`src/rtl/pport_pkg.sv`:
```
package pport_pkg;

  typedef enum logic [0:0] {
    HS_IDLE = 1'b0,
    HS_ACK  = 1'b1
  } hs_state_t;

  typedef struct packed {
    logic req;
    logic wr;
    logic rd;
  } strobe_t;

endpackage

```
`src/rtl/pport_sync.sv`:
```
module pport_sync #(
  parameter int unsigned W      = 3,
  parameter int unsigned STAGES = 2
) (
  input  logic         clk,
  input  logic         rst_n,
  input  logic [W-1:0] d,
  output logic [W-1:0] q
);
  localparam int unsigned CHAIN_W = W * STAGES;

  logic [CHAIN_W-1:0] chain;

  generate
    if (STAGES == 1) begin : g_single
      always_ff @(posedge clk or negedge rst_n) begin
        if (!rst_n) chain <= '0;
        else        chain <= d;
      end
    end else begin : g_multi
      always_ff @(posedge clk or negedge rst_n) begin
        if (!rst_n) chain <= '0;
        else        chain <= {chain[CHAIN_W-W-1:0], d};
      end
    end
  endgenerate

  assign q = chain[CHAIN_W-1 -: W];
endmodule

```
`src/rtl/pport_hs.sv`:
```
module pport_hs
  import pport_pkg::*;
#(
  parameter int unsigned DATA_W = 8
) (
  input  logic              clk,
  input  logic              rst_n,
  input  logic              req_s,
  input  logic              wr_s,
  input  logic              rd_s,
  input  logic [DATA_W-1:0] rd_byte,
  output logic              wr_go,
  output logic              rd_go,
  output logic              bsy,
  output logic [DATA_W-1:0] bus_o,
  output logic              bus_oe
);
  hs_state_t state;
  logic      accept_evt;
  logic      release_evt;

  assign accept_evt  = (state == HS_IDLE) && req_s;
  assign release_evt = (state == HS_ACK) && !req_s;
  assign wr_go       = accept_evt && wr_s;
  assign rd_go       = accept_evt && rd_s && !wr_s;

  always_ff @(posedge clk or negedge rst_n) begin
    if (!rst_n) begin
      state  <= HS_IDLE;
      bsy    <= 1'b0;
      bus_oe <= 1'b0;
      bus_o  <= '0;
    end else if (accept_evt) begin
      state  <= HS_ACK;
      bsy    <= 1'b1;
      bus_oe <= rd_go;
      if (rd_go) bus_o <= rd_byte;
    end else if (release_evt) begin
      state  <= HS_IDLE;
      bsy    <= 1'b0;
      bus_oe <= 1'b0;
    end
  end

  AST_BSY_NEEDS_REQ: assert property (@(posedge clk) disable iff (!rst_n)
    $rose(bsy) |-> $past(req_s));
  AST_BSY_HELD: assert property (@(posedge clk) disable iff (!rst_n)
    (bsy && req_s) |=> bsy);
  AST_BSY_DROP_AFTER_REQ: assert property (@(posedge clk) disable iff (!rst_n)
    $fell(bsy) |-> !$past(req_s));
  AST_OE_INSIDE_BSY: assert property (@(posedge clk) disable iff (!rst_n)
    bus_oe |-> bsy);
  AST_OE_FALLS_WITH_BSY: assert property (@(posedge clk) disable iff (!rst_n)
    $fell(bus_oe) |-> $fell(bsy));
  AST_BUS_STABLE: assert property (@(posedge clk) disable iff (!rst_n)
    (bus_oe && $past(bus_oe)) |-> $stable(bus_o));
  AST_WRITE_NO_DRIVE: assert property (@(posedge clk) disable iff (!rst_n)
    wr_go |=> !bus_oe);
endmodule

```
`src/rtl/pport_frame.sv`:
```
module pport_frame #(
  parameter int unsigned DATA_W = 8
) (
  input  logic              clk,
  input  logic              rst_n,
  input  logic              wr_go,
  input  logic              rd_go,
  input  logic [DATA_W-1:0] bus_byte,
  input  logic [DATA_W-1:0] mem_rdata,
  output logic              mem_we,
  output logic [DATA_W-1:0] mem_addr,
  output logic [DATA_W-1:0] mem_wdata,
  output logic [DATA_W-1:0] rd_byte
);
  localparam int unsigned CW = DATA_W + 1;

  function automatic logic [DATA_W-1:0] bump(input logic [DATA_W-1:0] p);
    return p + DATA_W'(1);
  endfunction

  function automatic logic is_last(input logic [DATA_W-1:0] p,
                                   input logic [DATA_W-1:0] l);
    return ({1'b0, p} + CW'(1)) == {1'b0, l};
  endfunction

  logic [DATA_W-1:0] len;
  logic [DATA_W-1:0] wr_ptr;
  logic [DATA_W-1:0] rd_ptr;
  logic              wr_body;
  logic              rd_body;

  logic hdr_evt, elem_evt, rlen_evt, relem_evt;
  assign hdr_evt   = wr_go && !wr_body;
  assign elem_evt  = wr_go &&  wr_body;
  assign rlen_evt  = rd_go && !rd_body;
  assign relem_evt = rd_go &&  rd_body;

  assign mem_we    = elem_evt;
  assign mem_addr  = elem_evt ? wr_ptr : rd_ptr;
  assign mem_wdata = bus_byte;
  assign rd_byte   = rd_body ? mem_rdata : len;

  always_ff @(posedge clk or negedge rst_n) begin
    if (!rst_n) begin
      len     <= '0;
      wr_ptr  <= '0;
      rd_ptr  <= '0;
      wr_body <= 1'b0;
      rd_body <= 1'b0;
    end else begin
      if (hdr_evt) begin
        len     <= bus_byte;
        wr_ptr  <= '0;
        wr_body <= (bus_byte != '0);
        rd_ptr  <= '0;
        rd_body <= 1'b0;
      end
      if (elem_evt) begin
        wr_ptr <= bump(wr_ptr);
        if (is_last(wr_ptr, len)) wr_body <= 1'b0;
      end
      if (rlen_evt) begin
        rd_ptr  <= '0;
        rd_body <= (len != '0);
      end
      if (relem_evt) begin
        rd_ptr <= bump(rd_ptr);
        if (is_last(rd_ptr, len)) rd_body <= 1'b0;
      end
    end
  end

  AST_MEM_WE_PULSE: assert property (@(posedge clk) disable iff (!rst_n)
    mem_we |=> !mem_we);
  AST_WPTR_IN_RANGE: assert property (@(posedge clk) disable iff (!rst_n)
    wr_body |-> (wr_ptr < len));
  AST_ZERO_COUNT_CLOSES: assert property (@(posedge clk) disable iff (!rst_n)
    (hdr_evt && bus_byte == '0) |=> !wr_body);
  AST_RPTR_IN_RANGE: assert property (@(posedge clk) disable iff (!rst_n)
    rd_body |-> (rd_ptr < len));
  AST_HDR_RESTARTS_READ: assert property (@(posedge clk) disable iff (!rst_n)
    hdr_evt |=> (!rd_body && rd_ptr == '0));
  AST_IDLE_KEEPS_POS: assert property (@(posedge clk) disable iff (!rst_n)
    (!wr_go && !rd_go) |=> ($stable(wr_ptr) && $stable(rd_ptr)));
endmodule

```
`src/rtl/pport_slave.sv`:
```
module pport_slave
  import pport_pkg::*;
#(
  parameter int unsigned DATA_W      = 8,
  parameter int unsigned SYNC_STAGES = 2
) (
  input  logic              clk,
  input  logic              rst_n,
  input  logic              host_req,
  input  logic              host_wr,
  input  logic              host_rd,
  input  logic [DATA_W-1:0] bus_i,
  output logic [DATA_W-1:0] bus_o,
  output logic              bus_oe,
  output logic              dev_bsy,
  output logic              mem_we,
  output logic [DATA_W-1:0] mem_addr,
  output logic [DATA_W-1:0] mem_wdata,
  input  logic [DATA_W-1:0] mem_rdata
);
  localparam int unsigned STB_W = $bits(strobe_t);

  strobe_t           raw_stb;
  strobe_t           syn_stb;
  logic [STB_W-1:0]  syn_bits;
  logic              wr_go;
  logic              rd_go;
  logic [DATA_W-1:0] rd_byte;

  assign raw_stb = '{req: host_req, wr: host_wr, rd: host_rd};
  assign syn_stb = strobe_t'(syn_bits);

  pport_sync #(.W(STB_W), .STAGES(SYNC_STAGES)) u_sync (
    .clk   (clk),
    .rst_n (rst_n),
    .d     (raw_stb),
    .q     (syn_bits)
  );

  pport_hs #(.DATA_W(DATA_W)) u_hs (
    .clk     (clk),
    .rst_n   (rst_n),
    .req_s   (syn_stb.req),
    .wr_s    (syn_stb.wr),
    .rd_s    (syn_stb.rd),
    .rd_byte (rd_byte),
    .wr_go   (wr_go),
    .rd_go   (rd_go),
    .bsy     (dev_bsy),
    .bus_o   (bus_o),
    .bus_oe  (bus_oe)
  );

  pport_frame #(.DATA_W(DATA_W)) u_frame (
    .clk       (clk),
    .rst_n     (rst_n),
    .wr_go     (wr_go),
    .rd_go     (rd_go),
    .bus_byte  (bus_i),
    .mem_rdata (mem_rdata),
    .mem_we    (mem_we),
    .mem_addr  (mem_addr),
    .mem_wdata (mem_wdata),
    .rd_byte   (rd_byte)
  );

  AST_ONE_ACTION: assert property (@(posedge clk) disable iff (!rst_n)
    $onehot0({wr_go, rd_go}));
  AST_WE_ONLY_FROM_WRITE: assert property (@(posedge clk) disable iff (!rst_n)
    mem_we |-> (syn_stb.req && syn_stb.wr && !dev_bsy));
endmodule

```
`config.mk`:
```
export PLATFORM = sky130hd
export DESIGN_NAME = pport_slave
export DESIGN_NICKNAME = d
export VERILOG_FILES = /design/src/rtl/pport_pkg.sv /design/src/rtl/pport_sync.sv /design/src/rtl/pport_hs.sv /design/src/rtl/pport_frame.sv /design/src/rtl/pport_slave.sv
export SDC_FILE = /design/constraint.sdc
export NUM_CORES = 1
export LEC_CHECK = 0
export ABC_AREA = 1
export BUFFER_PORTS_ARGS = -buffer_cell sky130_fd_sc_hd__buf_2
export CORE_MARGIN = 4
export CORE_UTILIZATION = 50
export CTS_CLUSTER_DIAMETER = 100
export CTS_CLUSTER_SIZE = 20
export DETAILED_ROUTE_END_ITERATION = 6
export PLACE_DENSITY = 0.7
export SKIP_LAST_GASP = 1
export SLEW_MARGIN = 30
export SYNTH_ARGS = -nofsm -noshare
export SYNTH_HDL_FRONTEND = slang
export SYNTH_HIERARCHICAL = 1
export SYNTH_SLANG_ARGS = --single-unit
```
`constraint.sdc`:
```
create_clock -name clk -period 2.2 [get_ports clk]
set_input_delay 0.44 -clock clk [delete_from_list [all_inputs] [get_ports clk]]
set_output_delay 0.44 -clock clk [all_outputs]
set_load 0.005 [all_outputs]
```
==> impl_metrics.tcl, run 1 <==
set metrics [dict create \
    dp_cells 441 \
    die_y_um 78.8 \
    power_uw 2930 \
    io-pin-count 48 \
    hp-class "input port to async pin" \
    synthTopCellsByArea "dfrtp_1, nand2_1, inv_1" \
    dieArea_um2 6210 \
    fp.dieW_um 78.8 \
    synthesis.area_um2 2510 \
    p_leak_uw 0.00145 \
    grt_pass1_vias 2151 \
    num_vias 2306 \
    dpl-instance-area_um2 2730 \
    setup.worst_path.start_class "flop" \
    gp_congestion 0.911 \
    stdcell_count 449 \
    synth_flop_cell "dfrtp_1" \
    antenna_found_initial 0 \
    hold_viol_final 0 \
    whs_ns 0.194 \
    portBuffers 47 \
    cp.required_ns 1.76 \
    area_growth_pct 14.3 \
    ys_types 29 \
    clk_latency_ns 0.30 \
    start_util_pct 52.4 \
    drv.max_cap_violation_count 0 \
    core_area_um2 4790 \
    ir_drop_uv 547 \
    end_kind "output port" \
    critPathKind "flop to output port" \
    dpl.hpwl_um 4830 \
    nNetsFinal 405 \
    fin_area_um2 2860 \
    arrival_ns 1.64 \
    grt_pass1_wl_um 10500 \
    grt_max_degree 43 \
    ant_nets 0 \
    post-route-period-util_pct 94.4 \
    worstMarginPinSlew_ns 0.524 \
    tritoncts "done" \
    clock_path_buffers 2 \
    num_rows 25 \
    drive_above_1_share_pct 20.2 \
    synth_edf_count 0 \
    setup_viol 0 \
    synth_top_area_cell "dfrtp_1" \
    ys_ff_latch 42 \
    dr.first_iter.drc_count 188 \
    dr.pass1.iters 4 \
    antenna_cells 0 \
    synth_seq_area_share_pct 41.9 \
    yosys_warnings 6 \
    netlist_instances 341 \
    period_minus_slack_ns 2.08 \
    cts_made_buffers 5 \
    r2r_cells 13 \
    grt_setup_unrepaired "true" \
    drt-total-wl_um 6240 \
    power_density_nw_per_um2 1020 \
    synth.most_common_cell "nand2_1" \
    grt-ovfl-total 0 \
    crit_fanout 23 \
    max-slew-margin-rel_pct 65.1 \
    status "completed" \
    utilization_pct 59.8 \
    async_flop_share_pct 100 \
    track_usage_pct 21.9 \
    ctsRootBufferMaster "clkbuf_8" \
    drc 0 \
    yosys.area.top_type_share_pct 41.9 \
    fin_skew_ns 0.00387 \
    ys_top_cells_by_count "nand2_1, inv_1, dfrtp_1" \
    cts.sinks 42 \
    syn_avg_cell_area_um2 7.35 \
    via_per_inst 5.14 \
    cts_max_level 2 \
    synthesis.nets 365 \
    finalMaxSlewViolations 0 \
    drt-wirelength-per-cell_um 13.9 \
    fmax_ghz 0.482 \
    clk_pin_slew_ns 0.08 \
]
-- where the power goes --
| group | internal (uW) | total (uW) | switching, uW |
|---|---|---|---|
| registers | 992 | 1190 | 200 |
| clock network | 340 | 623 | 283 |
| logic | 424 | 1120 | 692 |
| total | 1760 | 2930 | 1180 |
-- sequential cells by signal (all words and copies together) (netlist names) --
signal / flops
u_frame/len: 8
u_frame/rd_ptr: 8
u_frame/wr_ptr: 8
u_hs/bus_o: 8
u_sync/chain: 6
u_frame/rd_body: 1
u_frame/wr_body: 1
u_hs/bsy: 1
u_hs/bus_oe: 1
-- worst paths after layout --
| path | from | endpoint | slack (ns) |
|---|---|---|---|
| min | rst_n | u_sync/chain[0] | 0.19 |
| min reg2reg | u_sync/chain[0] | u_sync/chain[3] | 0.35 |
| max reg2reg | u_hs/bsy | u_frame/rd_body | 0.33 |
| max | u_hs/bsy | mem_addr[2] | 0.12 |
| min in group clk | host_wr | u_sync/chain[1] | 0.24 |
| max in group asynchronous | rst_n | u_frame/rd_ptr[7] | 1.65 |
-- cells by family after synthesis --
logic type,share of synthesized area (%)
and+or+nand+nor,32.3
buffers and inverters,12.3
AOI/OAI and AO/OA,10.4
DFF,41.9
xor gates and xnor gates,1.60
adders and majority gates,1.50
-- area by class of cell --
type                    count  area (um2)
clock buffers               5        68.8
fillers                   451        1920
repair buffers             53         288
well taps                  67        83.8
multi-input cells         235        1160
clock inverters             3        43.8
flip-flops and latches     42        1050
inverters                  44         168
-- routing by layer --
layer,track usage (%),wire length [um]
met4,6.12,68
met5,0,0
met2,34.1,2950
met3,4.20,436
met1,31.2,2780
-- per-stage QoR --
step | setup TNS (ns) | setup WS, ns
after floorplan | 0 | 0.143
after global placement | 0 | 0.355
after detailed placement | 0 | 0.291
after CTS | 0 | 0.0382
after global routing | -0.00451 | -0.00451
final | 0 | 0.124
-- cell usage in the layout, fill, tap and decap left out, types with 3 or more instances in the layout --
cell type,instances
nand3_1,30
o22ai_1,9
buf_2,47
a21oi_1,4
buf_4,5
o21ai_1,6
nor2_1,15
dfrtp_1,42
inv_1,43
o21ai_0,26
nand4_1,11
clkbuf_8,5
nand2_1,108
nand2_2,6
nor2_2,3
-- what timing repair did --
action / CTS / global route
gates resized for setup: 0 / 9
buffers inserted: 0 / 0
setup endpoints to repair: 0 / 9
hold endpoints to repair: 0 / 0
hold buffers: 0 / 0
-- worst max-delay path, stage by stage (launching register included) --
cell	delay, ns
dfrtp_1	0.39
inv_1	0.11
ha_4	0.15
nand2_1	0.05
inv_1	0.07
nand2_1	0.07
buf_8	0.17
o21ai_0	0.17
buf_2	0.14
No activity file was read; power rests on OpenSTA's default activity.
==> inputs of run 2 (changes only) <==
--- a/config.mk
+++ b/config.mk
@@ -8,11 +8,11 @@
 export ABC_AREA = 1
 export BUFFER_PORTS_ARGS = -buffer_cell sky130_fd_sc_hd__buf_2
 export CORE_MARGIN = 4
-export CORE_UTILIZATION = 50
+export CORE_UTILIZATION = 55
 export CTS_CLUSTER_DIAMETER = 100
 export CTS_CLUSTER_SIZE = 20
 export DETAILED_ROUTE_END_ITERATION = 6
-export PLACE_DENSITY = 0.7
+export PLACE_DENSITY = 0.76
 export SKIP_LAST_GASP = 1
 export SLEW_MARGIN = 30
 export SYNTH_ARGS = -nofsm -noshare
==> run 2 against run 1 <==
Sequential power hardly changed; sequential share of layout area hardly changed; worst setup slack better by 0.0059 ns; critical endpoint is now mem_addr[6].
==> impl_metrics.tcl, run 2 (same netlist as run 1, synthesis figures left out) <==
set metrics [dict create \
    cts_max_level 2 \
    start_util_pct 57.2 \
    dr.first_iter.drc_count 193 \
    clk_pin_slew_ns 0.08 \
    nNetsFinal 406 \
    cts_made_buffers 5 \
    swShare_pct 38.4 \
    gp_congestion 0.939 \
    grt_pass1_vias 2200 \
    via_per_inst 5.47 \
    drc 0 \
    hp-class "input port to async pin" \
    fmax_ghz 0.483 \
    dieArea_um2 5700 \
    utilization_pct 65.4 \
    status "completed" \
    p_leak_uw 0.00147 \
    track_usage_pct 24.4 \
    die_y_um 75.5 \
    whs_ns 0.209 \
    fp.dieW_um 75.5 \
    setup_viol 0 \
    dp_cells 427 \
    use_met2_pct 36.3 \
    seqCellArea_um2 1050 \
    post-route-period-util_pct 94.1 \
    drt-wirelength-per-cell_um 14.9 \
    drt-total-wl_um 6470 \
    crit_fanout 13 \
    fin_skew_ns 0.00549 \
    final_cell_mix "nand2_1, buf_2, inv_1" \
    pwr-share-clk_pct 24.3 \
    grt-ovfl-total 0 \
    n_fill_cell 387 \
    seq_power_share_pct 39.2 \
    ir_drop_uv 475 \
    end_kind "output port" \
    critPathKind "flop to output port" \
    area_growth_pct 14.3 \
    clock_path_buffers 2 \
    portBuffers 47 \
    dr.pass1.iters 5 \
    finalMaxSlewViolations 0 \
    dpl-instance-area_um2 2720 \
    grt_max_degree 43 \
    pwr-share-comb_pct 36.5 \
    io-pin-count 48 \
    power.switching_uw 1180 \
    worstMarginPinSlew_ns 0.534 \
    cpMaxStageDelayCell "dfrtp_1" \
    crit_chain "inv_1, ha_2, nand2_1, inv_1, nand2_1, buf_4, o21ai_0, buf_2" \
    mostFrequentLayoutCell "nand2_1" \
    fin_area_um2 2870 \
    power_density_nw_per_um2 1070 \
    ant_nets 0 \
    core_area_um2 4380 \
    p_int_uw 1890 \
    busiest_layer "met2" \
    multi_input_area_um2 1150 \
    drive_above_1_share_pct 20.4 \
    num_vias 2380 \
    cp.required_ns 1.76 \
    cts_setup_buffers 0 \
    clk_latency_ns 0.29 \
    tritoncts "done" \
    drv.max_cap_violation_count 0 \
    stdcell_count 435 \
    setup.worst_path.start_class "flop" \
    cts_hold_buf 0 \
    antenna_cells 0 \
    use_met3_pct 5.28 \
    dpl.hpwl_um 4940 \
    period_minus_slack_ns 2.07 \
    cts-resized-gates 0 \
    grt_setup_unrepaired "true" \
    arrival_ns 1.63 \
    max_stage_delay_ns 0.38 \
    grt_pass1_wl_um 10400 \
    hold_viol_final 0 \
    max-slew-margin-rel_pct 64.4 \
    use_met1_pct 35.0 \
    num_rows 24 \
    antenna_found_initial 0 \
    cts.sinks 42 \
    ctsRootBufferMaster "clkbuf_8" \
]
==> run 2: critical path: cells and delay by family (launching register included) <==
kind                     cells  cell delay, ns
flip-flops                   1            0.38
AO/OA/AOI/OAI                1            0.16
AND/OR/NAND/NOR              2            0.14
adder cells (fa/ha/maj)      1            0.20
buffers and inverters        4            0.47
==> run 2: final cells by class <==
class / instances / area share [%]
inverters: 44 / 5.85
clock buffers: 6 / 2.88
multi-input cells: 235 / 40.2
flip-flops and latches: 42 / 36.7
repair buffers: 54 / 10.0
clock inverters: 2 / 2.10
well taps: 52 / 2.27
==> run 2: final timing paths <==
kind / cells after the start / to / slack [ns] / from
hold reg to reg: 0 / u_sync/chain[5] / 0.35 / u_sync/chain[2]
max in group asynchronous: 2 / u_frame/rd_ptr[7] / 1.62 / rst_n
hold / removal: 2 / u_hs/bus_o[1] / 0.21 / rst_n
min in group clk: 1 / u_sync/chain[0] / 0.25 / host_rd
setup / recovery: 8 / mem_addr[6] / 0.13 / u_hs/bsy
setup reg to reg: 13 / u_frame/rd_body / 0.37 / u_hs/bsy
==> run 2: layer usage <==
layer | part of all wire [%] | vias up
li1 | - | 1170
met1 | 45 | 1094
met2 | 45 | 102
met3 | 8.2 | 14
met4 | 2.3 | 0
met5 | 0 | -
==> run 2: stage by stage <==
stage | TNS, ns | total power (uW) | setup slack [ns]
2_1_floorplan | 0 | 1910 | 0.143
3_3_place_gp | 0 | 2290 | 0.381
3_5_place_dp | 0 | 2310 | 0.365
4_1_cts | 0 | 3070 | 0.111
5_1_grt | -0.0253 | 3320 | -0.0114
6_report | 0 | 3080 | 0.130
==> run 2: power groups by stage <==
stage          registers [uW]  logic, uW  clock network (uW)
5_1_grt                  1230       1290                 793
3_3_place_gp             1210       1080                   0
4_1_cts                  1200       1110                 758
3_5_place_dp             1210       1100                   0
6_report                 1210       1120                 747
2_1_floorplan            1150        757                   0
==> inputs of run 3 (changes only) <==
--- a/config.mk
+++ b/config.mk
@@ -7,15 +7,14 @@
 export LEC_CHECK = 0
 export ABC_AREA = 1
 export BUFFER_PORTS_ARGS = -buffer_cell sky130_fd_sc_hd__buf_2
-export CORE_MARGIN = 4
+export CAP_MARGIN = 20
 export CORE_UTILIZATION = 55
 export CTS_CLUSTER_DIAMETER = 100
 export CTS_CLUSTER_SIZE = 20
 export DETAILED_ROUTE_END_ITERATION = 6
-export PLACE_DENSITY = 0.76
+export PLACE_DENSITY = 0.77
 export SKIP_LAST_GASP = 1
 export SLEW_MARGIN = 30
 export SYNTH_ARGS = -nofsm -noshare
 export SYNTH_HDL_FRONTEND = slang
-export SYNTH_HIERARCHICAL = 1
 export SYNTH_SLANG_ARGS = --single-unit
==> run 3 against run 2 <==
Area after synthesis shrank 6.4%; design area shrank 5.8%; critical path depth shrank 1; worst setup slack lost 0.034 ns; die area shrank 21%; utilization grew 1.2 points; total power shrank 16%; critical path type unchanged; critical endpoint is now mem_addr[5]; largest cell class unchanged.
==> impl_metrics.tcl, run 3 <==
set metrics [dict create \
    status "completed" \
    drc 0 \
    dpl.hpwl_um 4190 \
    clk_latency_ns 0.30 \
    post-route-period-util_pct 95.7 \
    grt_pass1_wl_um 8870 \
    io-pin-count 48 \
    area_growth_pct 15.0 \
    die_y_um 67.3 \
    fmax_ghz 0.475 \
    portBuffers 47 \
    hold_viol_final 0 \
    ys_types 25 \
    cts_hold_buf 0 \
    path_delay_family "buffers and inverters" \
    synthTopCellsByArea "dfrtp_1, nand2_1, nand3_1" \
    num_rows 23 \
    drt-total-wl_um 5620 \
    grt-ovfl-total 0 \
    synth_seq_area_share_pct 44.8 \
    hp-class "input port to async pin" \
    max_stage_delay_ns 0.40 \
    power_density_nw_per_um2 961 \
    start_util_pct 57.8 \
    tritoncts "done" \
    synthesis.area_um2 2350 \
    clock_path_buffers 2 \
    synth_edf_count 0 \
    gp_congestion 0.921 \
    final_cell_mix "nand2_1, buf_2, dfrtp_1" \
    track_usage_pct 26.8 \
    yosys_warnings 0 \
    synthesis.nets 338 \
    reg2reg_to "u_frame.rd_body" \
    setup.worst_path.start_class "flop" \
    async_flop_share_pct 100 \
    ant_nets 0 \
    antenna_cells 0 \
    drv.max_cap_violation_count 0 \
    end_kind "output port" \
    cts_made_buffers 5 \
    arrival_ns 1.66 \
    via_per_inst 5.41 \
    fp.dieW_um 67.3 \
    ctsRootBufferMaster "clkbuf_8" \
    cpMaxStageDelayCell "dfrtp_1" \
    yosys.area.top_type_share_pct 44.8 \
    cts_max_level 2 \
    setup_viol 0 \
    critPathKind "flop to output port" \
    crit_fanout 9 \
    cp.required_ns 1.76 \
    r2r_cells 11 \
    max-slew-margin-rel_pct 64.5 \
    ff2ff_setup_slack_ns 0.50 \
    ys_ff_latch 42 \
    utilization_pct 66.5 \
    worstMarginPinSlew_ns 0.533 \
    fin_skew_ns 0.00843 \
    nNetsFinal 386 \
    synth.most_common_cell "nand2_1" \
    tns_ns 0 \
    p_leak_uw 0.00132 \
    ys_top_cells_by_count "nand2_1, dfrtp_1, inv_1" \
    period_minus_slack_ns 2.10 \
    finalMaxSlewViolations 0 \
    clk_pin_slew_ns 0.08 \
    grt_pass1_vias 1971 \
    drive_above_1_share_pct 20.4 \
    antenna_found_initial 0 \
    crit_chain "inv_1, ha_1, nand2_2, nor2_4, buf_2, o21ai_0, buf_2" \
    dieArea_um2 4530 \
    regToRegStartpoint "u_hs.bsy" \
    drt-wirelength-per-cell_um 13.7 \
    ir_drop_uv 550 \
    dr.pass1.iters 4 \
    path_buf_inv 3 \
    cts.sinks 42 \
    core_area_um2 4060 \
    mostFrequentLayoutCell "nand2_1" \
    num_vias 2230 \
    grt_max_degree 43 \
    cp_common_cell "buf_2" \
    synth_flop_cell "dfrtp_1" \
    syn_avg_cell_area_um2 7.47 \
    dr.first_iter.drc_count 159 \
    synth_top_area_cell "dfrtp_1" \
    netlist_instances 314 \
]
run 3: layer usage:
layer / routed length, um / part of all wire, % / vias up / track usage, %
li1: - / - / 1116 / -
met1: 2420 / 43 / 1004 / 33.8
met2: 2630 / 47 / 99 / 43.6
met3: 435 / 7.7 / 11 / 6.93
met4: 135 / 2.4 / 0 / 10.4
met5: 0 / 0 / - / 0
run 3: cell families after synthesis:
| group | Yosys count | synth area share, % |
|---|---|---|
| adders and majority gates | 3 | 1.60 |
| AOI/OAI and AO/OA | 49 | 12.1 |
| DFF | 42 | 44.8 |
| xor gates and xnor gates | 1 | 0.373 |
| and+or+nand+nor | 166 | 31.2 |
| buffers and inverters | 53 | 9.92 |
run 3: stage by stage:
step | std cells | power, uW | hold WS [ns] | worst slack (ns) | area (um2)
floorplan | 314 | 1760 | 0.144 | 0.456 | 2350
global placement | 404 | 2090 | 0.332 | 0.446 | 2600
detailed placement | 404 | 2110 | 0.336 | 0.358 | 2600
CTS | 411 | 2580 | 0.217 | 0.0299 | 2680
global route | 412 | 2790 | 0.232 | -0.0178 | 2700
finish | 412 | 2590 | 0.192 | 0.0953 | 2700
run 3: worst max-delay path by stage:
stage                     startpoint  cells after the start          end
after floorplan             u_hs.bsy                      8  mem_addr[5]
after global placement      u_hs.bsy                      8  mem_addr[3]
after detailed placement    u_hs.bsy                      8  mem_addr[3]
after CTS                   u_hs.bsy                      8  mem_addr[3]
after global routing        u_hs.bsy                      8  mem_addr[0]
final                       u_hs.bsy                      7  mem_addr[5]
run 3: where the power goes:
group          total (uW)  internal [uW]  switching, uW
combinational         966            369            597
clock                 473            213            260
sequential           1150            986            167
total                2590           1570           1020
run 3: what timing repair did:
| item | in CTS | in global routing |
|---|---|---|
| gates resized for setup | 0 | 5 |
| setup buffers | 0 | 0 |
| endpoints found under the setup margin | 0 | 8 |
run 3: cell type report:
type / count / area, um2
Fill cell: 329 / 1360
Multi-Input combinational cell: 219 / 1070
Sequential cell: 42 / 1050
Timing Repair Buffer: 52 / 274
Inverter: 42 / 158
Clock buffer: 5 / 68.8
Tap cell: 50 / 62.6
Clock inverter: 2 / 10.0
run 3: worst reg2reg max path: stages, from the launching register on:
cell and delay (ns):
dfrtp_1 0.40, inv_1 0.07, ha_1 0.19, inv_1 0.09
nor3_4 0.17, nand2_2 0.18, nor2_1 0.14, nand3_1 0.08
nor2_1 0.10, nand3_1 0.10, nand2_1 0.07, inv_1 0.04
